<file path="config.mk">
export PLATFORM = sky130hd
export DESIGN_NAME = segKernXlate
export DESIGN_NICKNAME = d
export VERILOG_FILES = /design/src/rtl/segKernXlatePkg.sv /design/src/rtl/xlateControl.sv /design/src/rtl/xlateDatapath.sv /design/src/rtl/segKernXlate.sv
export SDC_FILE = /design/constraint.sdc
export NUM_CORES = 1
export LEC_CHECK = 0
export BUFFER_PORTS_ARGS = -buffer_cell sky130_fd_sc_hd__buf_2
export CORE_AREA = 2 2 110 112
export DETAILED_ROUTE_END_ITERATION = 8
export DIE_AREA = 0 0 112 114
export PLACE_DENSITY_LB_ADDON = 0.05
export SYNTH_ARGS = -nofsm -noshare
export SYNTH_HDL_FRONTEND = slang
export SYNTH_SLANG_ARGS = --single-unit
</file>
<file path="constraint.sdc">
create_clock -name clk -period 2 [get_ports clk]
set_input_delay 0.2 -clock clk [delete_from_list [all_inputs] [get_ports clk]]
set_output_delay 0.2 -clock clk [all_outputs]
set_load 0.01 [all_outputs]
</file>
<file path="src/rtl/segKernXlatePkg.sv">
`timescale 1ns/1ps
package segKernXlatePkg;

  typedef enum logic [1:0] {
    ACC_READ  = 2'd0,
    ACC_WRITE = 2'd1,
    ACC_EXEC  = 2'd2,
    ACC_RSVD  = 2'd3
  } accKind_e;

  // strobes from control to datapath
  typedef struct packed {
    logic capture;     // latch request for the TLB path
    logic loadDirect;  // load pass-through / segment result
    logic loadTlb;     // load TLB result
  } xlateStrobe_t;

endpackage

</file>
<file path="src/rtl/xlateControl.sv">
`timescale 1ns/1ps
module xlateControl
  import segKernXlatePkg::*;
(
  input  logic         clk,
  input  logic         rstN,
  input  logic         reqValid,
  input  logic         directHit,
  input  logic         tlbDone,
  output xlateStrobe_t strobe,
  output logic         tlbReq,
  output logic         rspValid
);

  typedef enum logic {ST_IDLE, ST_WAIT} ctlState_e;
  ctlState_e state;

  logic isIdle;
  assign isIdle = (state == ST_IDLE);

  always_comb begin
    strobe.capture    = isIdle && reqValid && !directHit;
    strobe.loadDirect = isIdle && reqValid && directHit;
    strobe.loadTlb    = !isIdle && tlbDone;
  end

  always_ff @(posedge clk or negedge rstN) begin
    if (!rstN) begin
      state    <= ST_IDLE;
      rspValid <= 1'b0;
    end else begin
      rspValid <= strobe.loadDirect || strobe.loadTlb;
      case (state)
        ST_IDLE: if (strobe.capture) state <= ST_WAIT;
        ST_WAIT: if (tlbDone)        state <= ST_IDLE;
        default:                     state <= ST_IDLE;
      endcase
    end
  end

  assign tlbReq = !isIdle;

  AST_DIRECT_NO_TLB: assert property (@(posedge clk) disable iff (!rstN)
    (!tlbReq && reqValid && directHit) |=> (rspValid && !tlbReq));
  AST_WAIT_HOLDS: assert property (@(posedge clk) disable iff (!rstN)
    (tlbReq && !tlbDone) |=> (tlbReq && !rspValid));
  AST_DONE_RELEASES: assert property (@(posedge clk) disable iff (!rstN)
    (tlbReq && tlbDone) |=> (!tlbReq && rspValid));
  AST_TLB_START: assert property (@(posedge clk) disable iff (!rstN)
    (!tlbReq && reqValid && !directHit) |=> (tlbReq && !rspValid));

endmodule

</file>
<file path="src/rtl/xlateDatapath.sv">
`timescale 1ns/1ps
module xlateDatapath
  import segKernXlatePkg::*;
#(
  parameter int          ADDR_W  = 32,
  parameter int          SEG_W   = 4,
  parameter int          CFG_W   = 32,
  parameter int          PERM_W  = 3,
  parameter int          VEC_W   = 4,
  parameter logic [31:0] EN_MASK = 32'h0000_000C
) (
  input  logic                                clk,
  input  logic                                rstN,
  input  xlateStrobe_t                        strobe,
  input  logic [ADDR_W-1:0]                   vaddr,
  input  logic [1:0]                          accKind,
  input  logic                                userMode,
  input  logic [CFG_W-1:0]                    globalCfg,
  input  logic [CFG_W-1:0]                    mmuCfg,
  input  logic [((2**SEG_W)/2)*SEG_W-1:0]     baseLo,
  input  logic [((2**SEG_W)/2)*SEG_W-1:0]     baseHi,
  output logic                                directHit,
  output logic [ADDR_W-1:0]                   tlbVaddr,
  output logic [1:0]                          tlbKind,
  output logic                                tlbUser,
  output logic                                tlbInstr,
  input  logic                                tlbFault,
  input  logic [ADDR_W-1:0]                   tlbPaddr,
  input  logic [PERM_W-1:0]                   tlbPerm,
  input  logic [VEC_W-1:0]                    tlbVec,
  output logic                                rspFault,
  output logic [ADDR_W-1:0]                   rspPaddr,
  output logic [PERM_W-1:0]                   rspPerm,
  output logic [VEC_W-1:0]                    rspVec
);

  localparam int NUM_SEG  = 2 ** SEG_W;
  localparam int HALF_SEG = NUM_SEG / 2;
  localparam int OFF_W    = ADDR_W - SEG_W;

  // unpack the segment base nibbles from both registers
  logic [SEG_W-1:0] segBase [NUM_SEG];
  for (genvar g = 0; g < NUM_SEG; g++) begin : g_base
    if (g < HALF_SEG) begin : g_lo
      assign segBase[g] = baseLo[g*SEG_W +: SEG_W];
    end else begin : g_hi
      assign segBase[g] = baseHi[(g-HALF_SEG)*SEG_W +: SEG_W];
    end
  end

  logic             xlateOn;
  logic [SEG_W-1:0] segIdx;
  logic             segMapped;
  logic [ADDR_W-1:0] directPaddr;

  assign xlateOn   = |(globalCfg & CFG_W'(EN_MASK));
  assign segIdx    = vaddr[ADDR_W-1 -: SEG_W];
  assign segMapped = mmuCfg[segIdx] && !userMode;
  assign directHit = !xlateOn || segMapped;
  assign directPaddr = xlateOn ? {segBase[segIdx], vaddr[OFF_W-1:0]} : vaddr;

  accKind_e reqKind;

  always_ff @(posedge clk or negedge rstN) begin
    if (!rstN) begin
      tlbVaddr <= '0;
      reqKind  <= ACC_READ;
      tlbUser  <= 1'b0;
    end else if (strobe.capture) begin
      tlbVaddr <= vaddr;
      reqKind  <= accKind_e'(accKind);
      tlbUser  <= userMode;
    end
  end

  assign tlbKind  = reqKind;
  assign tlbInstr = (reqKind == ACC_EXEC);

  always_ff @(posedge clk or negedge rstN) begin
    if (!rstN) begin
      rspFault <= 1'b0;
      rspPaddr <= '0;
      rspPerm  <= '0;
      rspVec   <= '0;
    end else if (strobe.loadDirect) begin
      rspFault <= 1'b0;
      rspPaddr <= directPaddr;
      rspPerm  <= '1;
      rspVec   <= '0;
    end else if (strobe.loadTlb) begin
      rspFault <= tlbFault;
      rspPaddr <= tlbPaddr;
      rspPerm  <= tlbPerm;
      rspVec   <= tlbVec;
    end
  end

  AST_PASS_THROUGH: assert property (@(posedge clk) disable iff (!rstN)
    (strobe.loadDirect && !xlateOn) |=>
      (rspPaddr == $past(vaddr) && rspPerm == '1 && !rspFault));
  AST_SEG_OFFSET_KEPT: assert property (@(posedge clk) disable iff (!rstN)
    (strobe.loadDirect && xlateOn) |=>
      (rspPaddr[OFF_W-1:0] == $past(vaddr[OFF_W-1:0]) && !rspFault));
  AST_USER_NOT_DIRECT: assert property (@(posedge clk) disable iff (!rstN)
    (strobe.loadDirect && xlateOn) |-> !userMode);

endmodule

</file>
<file path="src/rtl/segKernXlate.sv">
`timescale 1ns/1ps
module segKernXlate
  import segKernXlatePkg::*;
#(
  parameter int ADDR_W = 32,
  parameter int SEG_W  = 4,
  parameter int CFG_W  = 32,
  parameter int PERM_W = 3,
  parameter int VEC_W  = 4
) (
  input  logic                            clk,
  input  logic                            rstN,
  input  logic                            reqValid,
  input  logic [ADDR_W-1:0]               vaddr,
  input  logic [1:0]                      accKind,
  input  logic                            userMode,
  input  logic [CFG_W-1:0]                globalCfg,
  input  logic [CFG_W-1:0]                mmuCfg,
  input  logic [((2**SEG_W)/2)*SEG_W-1:0] baseLo,
  input  logic [((2**SEG_W)/2)*SEG_W-1:0] baseHi,
  output logic                            tlbReq,
  output logic                            tlbInstr,
  output logic [ADDR_W-1:0]               tlbVaddr,
  output logic [1:0]                      tlbKind,
  output logic                            tlbUser,
  input  logic                            tlbDone,
  input  logic                            tlbFault,
  input  logic [ADDR_W-1:0]               tlbPaddr,
  input  logic [PERM_W-1:0]               tlbPerm,
  input  logic [VEC_W-1:0]                tlbVec,
  output logic                            rspValid,
  output logic                            rspFault,
  output logic [ADDR_W-1:0]               rspPaddr,
  output logic [PERM_W-1:0]               rspPerm,
  output logic [VEC_W-1:0]                rspVec
);

  xlateStrobe_t strobe;
  logic         directHit;

  xlateControl u_control (
    .clk       (clk),
    .rstN      (rstN),
    .reqValid  (reqValid),
    .directHit (directHit),
    .tlbDone   (tlbDone),
    .strobe    (strobe),
    .tlbReq    (tlbReq),
    .rspValid  (rspValid)
  );

  xlateDatapath #(
    .ADDR_W (ADDR_W),
    .SEG_W  (SEG_W),
    .CFG_W  (CFG_W),
    .PERM_W (PERM_W),
    .VEC_W  (VEC_W)
  ) u_datapath (
    .clk       (clk),
    .rstN      (rstN),
    .strobe    (strobe),
    .vaddr     (vaddr),
    .accKind   (accKind),
    .userMode  (userMode),
    .globalCfg (globalCfg),
    .mmuCfg    (mmuCfg),
    .baseLo    (baseLo),
    .baseHi    (baseHi),
    .directHit (directHit),
    .tlbVaddr  (tlbVaddr),
    .tlbKind   (tlbKind),
    .tlbUser   (tlbUser),
    .tlbInstr  (tlbInstr),
    .tlbFault  (tlbFault),
    .tlbPaddr  (tlbPaddr),
    .tlbPerm   (tlbPerm),
    .tlbVec    (tlbVec),
    .rspFault  (rspFault),
    .rspPaddr  (rspPaddr),
    .rspPerm   (rspPerm),
    .rspVec    (rspVec)
  );

  AST_TLB_ARGS_STABLE: assert property (@(posedge clk) disable iff (!rstN)
    (tlbReq && !tlbDone) |=>
      ($stable(tlbVaddr) && $stable(tlbKind) && $stable(tlbUser)));
  AST_INSTR_SELECT: assert property (@(posedge clk) disable iff (!rstN)
    tlbReq |-> (tlbInstr == (tlbKind == 2'd2)));

endmodule

</file>
==> results of run 1 <==
-- timing repair --
action,CTS,global route
endpoints found under the setup margin,37,40
endpoints found under the hold margin,39,0
pin swaps,2,2
cloned,1,0
hold buffers,1,0
gates resized for setup,13,10
-- cell families after synthesis --
logic type             share of synthesized area [%]
AO/OA/AOI/OAI                                   6.72
buffers and inverters                           3.84
AND/OR/NAND/NOR                                 8.93
multiplexers                                    31.3
flip-flops                                      49.3
-- final timing paths --
| path | startpoint | depth (start not counted) | endpoint | slack (ps) |
|---|---|---|---|---|
| min in group asynchronous | rstN | 2 | u_datapath.rspPaddr[5] | 400 |
| max in group asynchronous | rstN | 3 | u_datapath.tlbKind[1] | 990 |
| min reg2reg | u_datapath.tlbVaddr[9] | 1 | u_datapath.tlbVaddr[9] | 480 |
| max reg2reg | u_control.tlbReq | 5 | u_datapath.tlbVaddr[15] | 400 |
| min | tlbPerm[0] | 3 | u_datapath.rspPerm[0] | 100 |
| max | vaddr[30] | 7 | u_datapath.tlbVaddr[15] | -20 |
-- metal layers --
layer | routed length (um) | part of all wire [%]
met2 | 6280 | 53
met5 | 0 | 0
met3 | 739 | 6.2
met1 | 4740 | 40
met4 | 117 | 0.98
-- cell type report --
cell class	count	share of cell area [%]
flip-flops and latches	77	32.6
repair buffers	261	24.9
multi-input cells	213	32.9
clock inverters	3	1.52
clock buffers	13	4.57
well taps	147	3.11
inverters	5	0.318
-- report_power, final --
part	total (mW)	leakage, nW	internal [mW]	switching, mW
registers	2.31	0.923	2.05	0.267
clock network	1.93	0.176	1.32	0.610
logic	2.03	1.98	1.05	0.977
total	6.27	3.08	4.42	1.85
-- worst max-delay path, delay by kind of cell --
family	cells	cell delay, ps
AO/OA/AOI/OAI	1	250
buffers and inverters	2	260
multiplexers	3	1310
AND/OR/NAND/NOR	1	200
-- stage by stage --
step                std cells  utilization [%]  power (mW)
floorplan                 320                -        3.35
global placement          701             46.4        4.27
detailed placement        701             46.4        4.31
CTS                       719             50.1        6.32
global route              719             50.4        6.63
finish                    719             50.4        6.27
-- registers in the layout, indices dropped and copies added, names as in the netlist, 2 cells and up --
name and flops:
u_datapath.rspPaddr 32, u_datapath.rspPerm 3, u_datapath.rspVec 4, u_datapath.tlbKind 2, u_datapath.tlbVaddr 32
-- Yosys cell counts --
cell type  number
a2111oi_0       1
a211oi_1        1
a21o_2          1
a21oi_1         7
a31o_2          1
and2_1          1
buf_1           5
buf_2           3
buf_8           3
clkbuf_1       14
dfrtp_1        77
inv_1           5
mux2_1         30
mux2_2          5
mux2i_1        40
mux4_2         19
nand2_1        24
nand3_1        35
nand4b_1        1
nor2_1          5
nor2_8          1
nor2b_1         3
nor3_1          1
o211ai_1        2
o21ai_0        31
o221ai_1        2
o22ai_1         1
or2_2           1
==> out/results.txt, run 1 <==
Layout cells sized above 1: 57.7%
Sequential area share after synthesis: 49.3%
Clock Sinks: 77
Cell variety after synth: 28
Most used cell, CP: mux4_2
Ant diodes: 0
Tcrit/Tclk final: 101%
Detailed Route Iter0 Violations: 149
Clock Tree Buf Depth: 2
GR peak layer: met2
Min Hold Slack: 102 ps
Min-delay worst type: in -> reg
Full die area: 12800 sq um
Global-route wire length before repair: 18.6 mm
CP max stage delay: 510 ps
CTS tree: yes
Top-area cell type share of the netlist area: 49.3%
Peak supply drop: 461 uV
Critical path peak fanout: 7
Nature of the critical path endpoint: flip-flop
Number of global-route vias before repair: 3708
Worst path required time: 2210 ps
Total grt overflow: 0
Detailed-route DRC error count: 0
Initial Utilization: 33.4%
Postcts setup bufs: 0
Antenna Nets Post-Route: 0
Failing checks: negative setup slack
Synthesized area: 3910 sq um
DIE HEIGHT: 114 um
Root Driver: clkbuf_16
Max-cap check violation count: 0
Yosys reg bits: 77
Cell taking the most area after synthesis: dfrtp_1
Met1 usage in global routing: 21.7%
Multi-input logic area: 1940 sq um
Final WS setup: -18.6 ps
Clk_skew: 5.81 ps
DR WL/cell: 16.5 um
Mapped Cells: 320
Worst-path clk slew: 60 ps
Shortest period the worst path allows: 2020 ps
CTS Buf Count: 9
Row count: 40
P_leak: 3.08 nW
CTS H-tree lvls: 3
Detailed Routing Iterations Pass 1: 4
Post-Place Cell Area: 5430 sq um
Ys Warns: 0
DPL Wire Length: 9.12 mm
Largest net degree at the start of global routing: 41
Critical-path top delay cell: mux4_2
Fmax: 0.495 GHz
Dpl ws: -436 ps
GPL Wtd Cong: 0.819
Antenna violations before repair: 0
Core region area: 11700 sq um
Syn Nets: 527
Setup CP Type: in -> reg
Final instance area: 5910 sq um
P&R area growth vs syn: 51.1%
Data arrival, critical path: 2230 ps
Worst-skew pair later-pin latency: 330 ps
Most common cell after layout, fill and taps aside: buf_2
Pwr/cell area: 1060 nW/um^2
Io pins: 285
Avg Cell Area, Syn: 12.2 sq um
Slew HR: 64.4%
# nets final: 774
Storage element area: 1930 sq um
M2 GR Usage: 34.2%
Crit-path cells: buf_8, mux4_2, mux4_2, a21o_4, nor2_8, buf_6, mux2_1
Final hold vios: 0
Number of port buffers: 238
Slew @ Worst Pin: 533 ps
FILL cells: 1104
Setup TNS: -124 ps
Routed vias: 3523
WL final: 11.9 mm
Unrepaired setup endpoints after global routing: yes
DR vias/cell: 4.90
Most frequent cells in the layout: buf_2, dfrtp_1, mux2i_1
Final setup viols: 12
M3 GR Usage: 3.03%
All-Layer GR Usage: 18.4%
Die Wd: 112 um
Max-slew violation count: 0
Top area cells in the synthesized netlist: dfrtp_1, mux4_2, mux2i_1
Status: complete, but fails checks
Startpoint types: input port
No activity file was read; power rests on OpenSTA's default activity.
==> run 2: changes to the inputs <==
--- a/config.mk
+++ b/config.mk
@@ -5,7 +5,9 @@
 export SDC_FILE = /design/constraint.sdc
 export NUM_CORES = 1
 export LEC_CHECK = 0
+export ABC_AREA = 1
 export BUFFER_PORTS_ARGS = -buffer_cell sky130_fd_sc_hd__buf_2
+export CAP_MARGIN = 20
 export CORE_AREA = 2 2 110 112
 export DETAILED_ROUTE_END_ITERATION = 8
 export DIE_AREA = 0 0 112 114
==> out/results.txt, run 2 <==
Status: complete, no violations
Worst path required time: 2220 ps (about the same)
Synthesized area: 4310 sq um (+10%)
CP Launch Point: vaddr[28]
Core region area: 11700 sq um (unchanged)
Post-CTS Hold Fix Bufs: 1 (unchanged)
Row count: 40 (unchanged)
Final WS setup: 598 ps (+617 ps)
P_leak: 3.50 nW (+14%)
Synth Area in XOR/XNOR: 0% (unchanged)
CTS Buf Count: 9 (unchanged)
Antenna Nets Post-Route: 0 (unchanged)
Routed vias: 4767 (+35%)
CP max stage delay: 210 ps (-300 ps)
Most common cell after layout, fill and taps aside: buf_2
Worst-path clk slew: 50 ps (about the same)
WL final: 13.7 mm (+16%)
Sequential area share after synthesis: 44.7% (-4.6 points)
CTS H-tree lvls: 3 (unchanged)
Largest family of logic cells by synthesized area: simple AND/OR/NAND/NOR gates
Slew HR: 65.9% (+1.5 points)
Initial Utilization: 36.8% (+3.4 points)
All-Layer GR Usage: 21.6% (+3.1 points)
CTS tree: yes
Final hold vios: 0 (unchanged)
Simple logic cell fraction of the synthesized area: 37.7% (+29 points)
Critical-path top delay cell: buf_12
Data arrival, critical path: 1620 ps (-610 ps)
Clock Sinks: 77 (unchanged)
Final core utilization: 50.9% (+0.44 points)
Shortest period the worst path allows: 1400 ps (-617 ps)
Largest net degree at the start of global routing: 41 (unchanged)
Most frequent cells after synthesis: nand2_1, nand3_1, dfrtp_1, inv_1, o21ai_0
Post-synth ARST share: 100% (unchanged)
Crit-path cells: buf_2, inv_2, nand2_1, nand2_1, nand2_1, nand3_1, nand2_1, nand2_1, nand3_2, nand2_2, nand2_4, buf_12, nand2_1, nand2_1, nand2_1
Most used cell, CP: nand2_1
DIE HEIGHT: 114 um (unchanged)
Top FF cell, synth: dfrtp_1
R2R setup slack: 700 ps (+300 ps)
DPL Wire Length: 10.1 mm (+11%)
Global-route wire length before repair: 22.2 mm (+20%)
Io pins: 285 (unchanged)
Adder-cell share of the synthesized area: 0% (unchanged)
Setup CP Type: in -> reg
Worst-skew pair later-pin latency: 330 ps (about the same)
EDFF count, synth: 0 (unchanged)
Min-delay worst type: in -> reg
Postcts setup bufs: 0 (unchanged)
Largest regs: u_datapath.rspPaddr x32, u_datapath.tlbVaddr x32, u_datapath.rspVec x4
Reg2Reg Depth: 5 (unchanged)
FF-to-FF End: u_datapath.tlbVaddr[26]
Clock Tree Buf Depth: 2 (unchanged)
Total grt overflow: 0 (unchanged)
Full die area: 12800 sq um (unchanged)
Fmax: 0.713 GHz (+44%)
Max-slew violation count: 0 (unchanged)
Complex-gate fraction of the synthesized area: 7.31% (+0.59 points)
Detailed Routing Iterations Pass 1: 5 (+1)
Most common cell in the netlist: nand2_1
Most frequent cells in the layout: buf_2, nand2_1, nand3_1
Top area cells in the synthesized netlist: dfrtp_1, nand2_1, nand3_1
Final setup viols: 0 (-12)
Unrepaired setup endpoints after global routing: no
Dpl ws: 247 ps (+683 ps)
DR vias/cell: 4.75 (-3.0%)
Syn Nets: 832 (+58%)
Yosys reg bits: 77 (unchanged)
P&R area growth vs syn: 38.2%
Slew @ Worst Pin: 512 ps (-21.8 ps)
Detailed-route DRC error count: 0 (unchanged)
Max-cap check violation count: 0 (unchanged)
GPL Wtd Cong: 0.810 (-1.0%)
Detailed Route Iter0 Violations: 245 (+64%)
Layout cells sized above 1: 32.4% (-25 points)
Avg Cell Area, Syn: 6.90 sq um (-44%)
Min Hold Slack: 78.6 ps (-23.5 ps)
Root Driver: clkbuf_16
FILL cells: 1243 (+13%)
DR WL/cell: 13.7 um (-17%)
Critical path peak fanout: 31 (+24)
Ys Warns: 0 (unchanged)
Die Wd: 112 um (unchanged)
Number of port buffers: 238 (unchanged)
Startpoint types: input port
Multiplexer area fraction after synthesis: 0% (-31 points)
Tcrit/Tclk final: 70.1% (-31 points)
Worst r2r src: u_control.tlbReq
Cell variety after synth: 18 (-36%)
Cell taking the most area after synthesis: dfrtp_1
Critical Path End: u_datapath.rspPaddr[3]
Clk_skew: 7.24 ps (+1.43 ps)
Top-area cell type share of the netlist area: 44.7% (-4.6 points)
Antenna violations before repair: 2 (+2)
Peak supply drop: 490 uV (+6.1%)
Tot Pwr: 5.66 mW (-9.7%)
Pwr/cell area: 950 nW/um^2 (-10%)
# nets final: 1058 (+37%)
Setup TNS: 0 ps (+124 ps)
Mapped Cells: 625 (+95%)
Number of global-route vias before repair: 4666 (+26%)
Nature of the critical path endpoint: flip-flop
CTS resizes: 0 (-13)
-- run 2: where the power goes --
group / switching (mW) / total, mW / internal [mW] / leakage, nW
combinational: 1.06 / 1.82 / 0.764 / 2.42
clock: 0.627 / 1.62 / 0.992 / 0.145
sequential: 0.226 / 2.22 / 2.00 / 0.932
total: 1.91 / 5.66 / 3.75 / 3.50
-- run 2: how the worst min path moves through the flow --
stage	from	end	slack (ps)	cells after the start
after detailed placement	rstN	u_datapath.tlbVaddr[12]	210	1
after floorplan	rstN	u_control.rspValid	-100	0
after CTS	tlbVec[0]	u_datapath.rspVec[0]	60	3
after global routing	tlbVec[0]	u_datapath.rspVec[0]	80	3
after global placement	rstN	u_datapath.tlbVaddr[12]	200	1
final	tlbVec[0]	u_datapath.rspVec[0]	80	3
-- run 2: layout make-up --
cell class / instances / area, sq um / area share, %
timing repair buffer: 257 / 1390 / 23.3
clock inverter: 4 / 48.8 / 0.819
inverter: 57 / 214 / 3.59
sequential: 77 / 1930 / 32.3
antenna: 1 / 2.50 / 0.0420
tap: 147 / 184 / 3.09
multi-input combinational: 449 / 1950 / 32.8
clock buffer: 11 / 243 / 4.07
-- run 2: critical path, delay by kind of cell --
| kind | cells | cell delay, ps |
|---|---|---|
| and+or+nand+nor | 12 | 910 |
| buffers and inverters | 3 | 510 |
-- run 2: kinds of logic after synthesis --
group | after synthesis
compound gates | 61
buf+inv | 99
flops | 77
simple gates | 388
-- run 2: routing by layer --
layer  GRT usage, %  vias to the layer above  routed length, um
li1               -                     2437                  -
met1           27.9                     2138               6070
met2           35.8                      170               6320
met3           4.94                       22               1040
met4           7.56                        0                303
met5              0                        -                  0
-- run 2: per-stage QoR --
stage / std cells / cell area [sq um]
after floorplan: 625 / 4310
after global placement: 986 / 5660
after detailed placement: 986 / 5660
after CTS: 1002 / 5960
after global routing: 1003 / 5960
final: 1003 / 5960
